### config.mk
export PLATFORM = sky130hd
export DESIGN_NAME = simd_lane_alu
export DESIGN_NICKNAME = d
export VERILOG_FILES = /design/src/rtl/simd_lane_alu.sv
export SDC_FILE = /design/constraint.sdc
export NUM_CORES = 1
export LEC_CHECK = 0
export CAP_MARGIN = 20
export CORE_MARGIN = 2
export CORE_UTILIZATION = 35
export DETAILED_ROUTE_END_ITERATION = 16
export GPL_TIMING_DRIVEN = 0
export PLACE_DENSITY_LB_ADDON = 0.08
export SLEW_MARGIN = 25
export SYNTH_ARGS = -nofsm -noshare
export SYNTH_HDL_FRONTEND = slang
export SYNTH_SLANG_ARGS = --single-unit
### constraint.sdc
create_clock -name clk -period 1.95 [get_ports clk]
set_clock_uncertainty 0.2 [all_clocks]
set_input_delay 0.39 -clock clk [delete_from_list [all_inputs] [get_ports clk]]
set_output_delay 0.39 -clock clk [all_outputs]
set_load 0.02 [all_outputs]
### src/rtl/simd_lane_alu.sv
module simd_lane_alu #(
  parameter int LANE_BITS = 8
) (
  input  logic                   clk,
  input  logic                   rst_n,
  input  logic                   in_valid,
  input  logic [2:0]             op,
  input  logic                   signed_mode,
  input  logic [4*LANE_BITS-1:0] src_a,
  input  logic [4*LANE_BITS-1:0] src_b,
  input  logic [4*LANE_BITS-1:0] src_c,
  output logic                   out_valid,
  output logic [4*LANE_BITS-1:0] result,
  output logic [3:0]             ge_flags
);

  localparam int LB = LANE_BITS;
  localparam int HW = 2 * LB;
  localparam int WW = 4 * LB;

  localparam logic [2:0] OP_ADD16 = 3'd0;
  localparam logic [2:0] OP_SUB16 = 3'd1;
  localparam logic [2:0] OP_ADD8  = 3'd2;
  localparam logic [2:0] OP_SUB8  = 3'd3;
  localparam logic [2:0] OP_XAS   = 3'd4;
  localparam logic [2:0] OP_XSA   = 3'd5;
  localparam logic [2:0] OP_SAD   = 3'd6;
  localparam logic [2:0] OP_SEL   = 3'd7;

  logic [WW-1:0] byte_res, half_res, sel_res, sad_acc;
  logic [3:0]    byte_ge;
  logic [1:0]    half_ge;
  logic [LB-1:0] absd [4];

  logic          exch;
  assign exch = (op == OP_XAS) || (op == OP_XSA);

  for (genvar i = 0; i < 4; i++) begin : g_byte
    logic [LB-1:0] x, y;
    logic [LB:0]   xe, ye, s;
    logic          sub;
    assign x   = src_a[i*LB +: LB];
    assign y   = src_b[i*LB +: LB];
    assign sub = (op == OP_SUB8);
    assign xe  = {signed_mode & x[LB-1], x};
    assign ye  = {signed_mode & y[LB-1], y};
    assign s   = sub ? (xe - ye) : (xe + ye);
    assign byte_res[i*LB +: LB] = s[LB-1:0];
    assign byte_ge[i] = (!signed_mode && !sub) ? s[LB] : ~s[LB];
    assign absd[i] = (x >= y) ? (x - y) : (y - x);
    assign sel_res[i*LB +: LB] = ge_flags[i] ? x : y;
  end

  for (genvar h = 0; h < 2; h++) begin : g_half
    logic [HW-1:0] x, y;
    logic [HW:0]   xe, ye, s;
    logic          sub;
    assign x   = src_a[h*HW +: HW];
    assign y   = exch ? src_b[(1-h)*HW +: HW] : src_b[h*HW +: HW];
    assign sub = (op == OP_SUB16) || (op == ((h == 1) ? OP_XSA : OP_XAS));
    assign xe  = {signed_mode & x[HW-1], x};
    assign ye  = {signed_mode & y[HW-1], y};
    assign s   = sub ? (xe - ye) : (xe + ye);
    assign half_res[h*HW +: HW] = s[HW-1:0];
    assign half_ge[h] = (!signed_mode && !sub) ? s[HW] : ~s[HW];
  end

  always_comb begin
    sad_acc = src_c;
    for (int i = 0; i < 4; i++) sad_acc = sad_acc + WW'(absd[i]);
  end

  logic [WW-1:0] nxt_res;
  logic [3:0]    nxt_ge;

  always_comb begin
    nxt_ge = ge_flags;
    case (op)
      OP_ADD8, OP_SUB8: begin
        nxt_res = byte_res;
        nxt_ge  = byte_ge;
      end
      OP_SAD:  nxt_res = sad_acc;
      OP_SEL:  nxt_res = sel_res;
      default: begin
        nxt_res = half_res;
        nxt_ge  = {half_ge[1], half_ge[1], half_ge[0], half_ge[0]};
      end
    endcase
  end

  always_ff @(posedge clk or negedge rst_n) begin
    if (!rst_n) begin
      out_valid <= 1'b0;
      result    <= '0;
      ge_flags  <= '0;
    end else begin
      out_valid <= in_valid;
      if (in_valid) begin
        result   <= nxt_res;
        ge_flags <= nxt_ge;
      end
    end
  end

  a_r2_valid_follows: assert property (@(posedge clk) disable iff (!rst_n)
    in_valid |=> out_valid);
  a_r2_no_spurious: assert property (@(posedge clk) disable iff (!rst_n)
    !in_valid |=> !out_valid);
  a_r2_hold_idle: assert property (@(posedge clk) disable iff (!rst_n)
    !in_valid |=> ($stable(result) && $stable(ge_flags)));
  a_r9_half_pairs: assert property (@(posedge clk) disable iff (!rst_n)
    (in_valid && (op == OP_ADD16 || op == OP_SUB16 || exch)) |=>
      (ge_flags[3] == ge_flags[2] && ge_flags[1] == ge_flags[0]));
  a_r10_flags_kept: assert property (@(posedge clk) disable iff (!rst_n)
    (in_valid && (op == OP_SAD || op == OP_SEL)) |=> $stable(ge_flags));

  for (genvar i = 0; i < 4; i++) begin : g_chk
    a_r11_select: assert property (@(posedge clk) disable iff (!rst_n)
      (in_valid && op == OP_SEL) |=>
        (result[i*LB +: LB] == ($past(ge_flags[i]) ? $past(src_a[i*LB +: LB])
                                                    : $past(src_b[i*LB +: LB]))));
  end

endmodule

==> results of run 1 <==
[power by group]
part,switching (mW),internal [mW],total [mW]
clock network,0.345,0.640,0.985
registers,0.146,0.972,1.12
logic,8.39,7.32,15.7
[worst paths after layout]
path	to	slack [ns]	from
worst max-delay path	result[18]	-4.36	src_b[19]
worst min-delay path	result[5]	0.28	result[5]
worst max register to register	result[19]	-0.29	ge_flags[2]
worst min register to register	result[5]	0.28	result[5]
max in group asynchronous	result[18]	0.78	rst_n
min in group asynchronous	result[7]	0.31	rst_n
[layer usage]
metal	GRT usage [%]	wire length (µm)
met4	11.8	2300
met2	48.6	23000
met1	38.5	21300
met5	0	0
met3	4.91	3240
[cells in the mapped netlist, types with 39 or more instances]
master,instances,area [µm²]
a21o_1,44,330
a31oi_1,39,244
nor2_1,148,556
mux2i_1,48,480
a21oi_1,118,591
inv_1,129,484
clkbuf_1,53,199
nand2_1,109,409
ha_1,141,1760
xnor2_1,105,920
xor2_1,48,420
o21ai_0,57,285
[area by class of cell]
type,instances,area (µm²)
buffer,59,442
timing repair buffer,245,2270
multi-input combinational,1224,10600
inverter,136,548
clock inverter,1,30.0
antenna,1,2.50
fill,3030,15100
clock buffer,7,143
sequential,37,926
tap,396,495
[cell families after synthesis]
group                      after synthesis  synth area share (%)
AOI/OAI and AO/OA                      434                  26.5
xor gates and xnor gates               153                  12.3
buffers and inverters                  201                  7.06
muxes                                   59                  5.66
and+or+nand+nor                        400                  16.9
DFF                                     37                  8.51
adders and majority gates              178                  23.0
[per-stage QoR]
| step | instance area (µm²) | TNS [ns] | hold WS [ns] | worst slack [ns] |
|---|---|---|---|---|
| after floorplan | 11200 | -117.69 | -0.106 | -3.97 |
| after global placement | 13100 | -208.61 | 0.271 | -5.74 |
| after detailed placement | 13100 | -180.65 | 0.0954 | -5.74 |
| after CTS | 14700 | -136.47 | 0.294 | -4.43 |
| after global routing | 15500 | -140.82 | 0.313 | -4.54 |
| final | 15500 | -134.37 | 0.282 | -4.36 |
[state kept, by name, indices dropped and copies added, names as in the netlist]
signal	flops
ge_flags	4
out_valid	1
result	32
[worst reg2reg max path, delay by kind of cell, from the launching register on]
family | cells | cell delay (ns)
AO/OA/AOI/OAI | 2 | 0.58
flip-flops | 1 | 0.51
buffers and inverters | 1 | 0.56
multiplexers | 1 | 0.27
[what timing repair did]
| action | in CTS | in global routing |
|---|---|---|
| resized for setup | 325 | 151 |
| setup endpoints to repair | 37 | 38 |
| hold buffers | 1 | 0 |
| pin swaps | 108 | 104 |
| gates cloned | 0 | 0 |
| endpoints found under the hold margin | 11 | 0 |
| buffers inserted | 72 | 39 |
[placed cells by master, fill, tap and decap left out, drive strengths merged, types with 37 or more instances in the layout]
cell / n
a31oi: 40
fa: 37
mux2i: 49
clkdlybuf4s50: 86
ha: 141
buf: 142
nor3: 37
nor2: 149
o21ai: 77
xnor2: 105
xor2: 48
dfrtp: 37
nand2: 109
a21o: 44
inv: 134
clkbuf: 56
a21oi: 121
==> impl_metrics.json, run 1 <==
{
  "status": "complete, but fails checks",
  "drv_slew": 0,
  "cp-end-kind": "flip-flop",
  "fin_ws_ns": -4.36,
  "drt-vias-per-instance": 5.76,
  "rows": 64,
  "final_antenna_net_count": 0,
  "setup_viol": 36,
  "crit_cells": 25,
  "min_period_over_period_pct": 324,
  "power_density_nw_per_um2": 1150,
  "min_period_ns": 6.31,
  "h-tree-depth": 2,
  "grt_pass1_vias": 12100,
  "fmax_ghz": 0.158,
  "nets": 1989,
  "cp_common_cell": "fa_1",
  "total_power_mw": 17.8,
  "crit_buf_inv": 6,
  "finalHoldViolations": 0,
  "cts_root_buf": "clkbuf_16",
  "io_pins": 140,
  "insertion_delay_ns": 0.29,
  "leakagePower_nw": 6.77,
  "worstSetupPathType": "primary input to flip-flop",
  "ys_ff_latch": 37,
  "final_cells": 2106,
  "synth-edff-count": 0,
  "ir_worst_vdd_mv": 1.61,
  "slowest_delay_ns": 0.55,
  "cts_made_buffers": 5,
  "drt-wirelength-per-cell_um": 23.7,
  "crit_fanout": 7,
  "async_reset_ff_share_pct": 100,
  "drive_gt1_share_pct": 25.2,
  "io_buffers": 135,
  "yosysWarnings": 0,
  "overflow": 0,
  "syn_avg_cell_area_um2": 7.44,
  "antenna_found_initial": 0,
  "post-place-cells": 1994,
  "gp_congestion": 0.961,
  "path_delay_family": "adder cells",
  "area_growth_pct": 42.3,
  "crit_path_start_kind": "primary input",
  "grt_max_degree": 27,
  "routed_wl_um": 49900,
  "synthDistinctLibCells": 76,
  "rsz0062_at_grt": "true",
  "fin_util_pct": 50.6,
  "cts.sinks": 37,
  "whs_path_depth": 1,
  "arrival_ns": 6.29,
  "tightestPinTransition_ns": 1.09,
  "clock_path_buffers": 2,
  "firstDrtPassIters": 7,
  "drtIter0Drc": 982,
  "slew_headroom_pct": 27.0,
  "cp.required_ns": 1.92,
  "synthesis.nets": 1743,
  "die_h_um": 180,
  "core_area_um2": 30600,
  "rr_worst_depth": 4,
  "crit_path_top_delay_cell": "fa_1",
  "vias": 12100,
  "clk_pin_slew_ns": 0.06,
  "grt_pass1_wl_um": 73300,
  "drv_cap": 0,
  "hold_path_class": "flip-flop to flip-flop",
  "ys_seq_area_share_pct": 8.51,
  "syn_area_um2": 10900,
  "synth_ff_type": "dfrtp_1",
  "violations": "setup timing",
  "cts_tree": "built",
  "start_util_pct": 35.6,
  "die_area_um2": 32500,
  "die_x_um": 180,
  "hpwl_um": 39300,
  "drc": 0,
  "synthCells": 1462,
  "grt.total_usage_pct": 29.5
}
Power figures use the tool's default switching activity.
==> inputs of run 2 (changes only) <==
- CORE_UTILIZATION: 35 -> 59
- TNS_END_PERCENT: unset -> 30
==> run 2 against run 1 <==
Against the previous run: the flow still finishes with violations (setup timing); fmax shrank 3.4%; core utilization grew 28 points; largest power group unchanged; combinational power shrank 15%; critical endpoint unchanged; clock-buffer cell count is the same.
==> impl_metrics.json, run 2 (same netlist as run 1, synthesis figures left out) <==
{
  "cp.required_ns": 1.93,
  "min_period_over_period_pct": 335,
  "most-common-layout-cells": "145 x nor2_1, 116 x ha_1, 110 x inv_1, 102 x nand2_1, 100 x a21oi_1",
  "slew_headroom_pct": 32.2,
  "overflow": 0,
  "cts_made_buffers": 5,
  "r2r-end": "result[20]",
  "start_util_pct": 60.3,
  "hold_slack_ns": 0.278,
  "leakagePower_nw": 6.25,
  "crit_path_top_delay_cell": "fa_1",
  "drv_cap": 0,
  "drc": 0,
  "vias": 12800,
  "cp-end-kind": "flip-flop",
  "largest_reg_flops": 32,
  "core_area_um2": 18000,
  "status": "complete, but fails checks",
  "post-place-cells": 1827,
  "fmax_ghz": 0.153,
  "tightestPinTransition_ns": 1.02,
  "min_period_ns": 6.53,
  "rr_worst_depth": 5,
  "fin_ws_ns": -4.58,
  "mostFrequentLayoutCell": "nor2_1",
  "die_h_um": 140,
  "r2r_start": "ge_flags[2]",
  "drv_slew": 0,
  "final_antenna_net_count": 0,
  "violations": "setup timing",
  "cts_root_buf": "clkbuf_16",
  "rsz0062_at_grt": "true",
  "h-tree-depth": 2,
  "ir_worst_vdd_mv": 1.51,
  "wl_met1_um": 17200,
  "crit_buf_inv": 8,
  "nets": 1938,
  "insertion_delay_ns": 0.29,
  "grt_pass1_vias": 12500,
  "io_buffers": 135,
  "arrival_ns": 6.51,
  "crit_path_start_kind": "primary input",
  "postLayoutCellArea_um2": 14100,
  "top_layer_used": "met5",
  "slowest_delay_ns": 0.53,
  "grt.total_usage_pct": 46.1,
  "routed_wl_um": 47800,
  "firstDrtPassIters": 6,
  "hpwl_um": 34700,
  "drt-vias-per-instance": 6.80,
  "grt_max_degree": 27,
  "antenna_found_initial": 1,
  "min_from": "result[5]",
  "clock_path_buffers": 2,
  "final_cells": 1888,
  "seq_area_um2": 926,
  "wl_met2_um": 20900,
  "top_register": "result",
  "crit_fanout": 6,
  "drtIter0Drc": 1638,
  "cts.sinks": 37,
  "die_x_um": 140,
  "rows": 49,
  "drive_gt1_share_pct": 17.1,
  "rrSetupSlack_ns": -0.34,
  "routed-wl-met3_um": 5600,
  "postPlaceCellArea_um2": 12700,
  "io_pins": 140,
  "clk_pin_slew_ns": 0.06,
  "whs_path_depth": 1,
  "hold_path_class": "flip-flop to flip-flop",
  "largestRegisters": "result x32, ge_flags x4, out_valid x1",
  "grt_pass1_wl_um": 70100,
  "drt-wirelength-per-cell_um": 25.3,
  "area_growth_pct": 29.7,
  "n_fill_cell": 1258,
  "power_density_nw_per_um2": 1080,
  "gp_congestion": 1.05,
  "worstSetupPathType": "primary input to flip-flop",
  "path_delay_family": "compound AO/OA/AOI/OAI gates",
  "finalHoldViolations": 0,
  "die_area_um2": 19500,
  "setup_viol": 36,
  "multiInputGateArea_um2": 10000,
  "hold-path-endpoint": "result[5]",
  "cts_tree": "built"
}
run 2: cell types whose count changed in the layout (fill, tap and decap cells not counted), sizes merged:
cell	change
buf	-60
clkdlybuf4s50	+6
dlymetal6s2s	-4
inv	+1
bufinv	-1
clkdlybuf4s15	+1
clkinvlp	-1
clkbuf	+6
clkinv	+1
run 2: worst reg2reg max path, stage by stage (launching register included):
cell      delay, ns
dfrtp_1        0.49
clkbuf_1       0.53
mux2i_1        0.25
o221ai_1       0.33
a21oi_1        0.24
a21oi_1        0.09
run 2: layout make-up:
| cell class | count | share of cell area [%] |
|---|---|---|
| plain buffers | 62 | 2.52 |
| flip-flops and latches | 37 | 6.56 |
| inverters | 136 | 3.82 |
| clock inverters | 1 | 0.0355 |
| diodes | 1 | 0.0177 |
| multi-input cells | 1224 | 71.2 |
| clock buffers | 7 | 1.08 |
| well taps | 229 | 2.03 |
| repair buffers | 191 | 12.8 |
run 2: through the flow:
step	util, %	setup WS (ns)	setup TNS, ns	total power, mW
after global routing	78.3	-4.67	-149.25	16.0
after detailed placement	70.6	-5.66	-178.76	11.4
after floorplan	-	-3.97	-120.52	8.24
after global placement	70.5	-5.53	-196.95	11.1
after CTS	75.8	-4.43	-138.40	13.5
final	78.3	-4.58	-145.16	15.2
run 2: worst max path at each step:
stage,start,to,cells past startpoint
6_report,src_b[28],result[18],29
5_1_grt,src_b[28],result[20],28
4_1_cts,src_a[24],result[16],29
3_5_place_dp,src_b[25],result[31],27
3_3_place_gp,src_b[25],result[31],27
2_1_floorplan,src_a[24],result[24],27
run 2: report_power, final:
group	leakage (nW)	switching [mW]	internal, mW	total (mW)
Clock	0.0799	0.322	0.541	0.863
Sequential	0.427	0.143	0.973	1.12
Combinational	5.75	7.41	5.85	13.3
run 2: timing repair:
item	CTS	global route
buffers inserted	38	16
hold buffers	1	0
gates cloned	0	0
pin swaps	77	63
hold endpoints to repair	11	0
gates resized for setup	242	94
endpoints found under the setup margin	37	37
run 2: metal layers:
metal / global-route usage [%] / vias to the layer above
met4: 29.2 / 2
met3: 10.4 / 307
met1: 55.9 / 5961
li1: - / 5575
met2: 74.0 / 984
met5: 0 / -
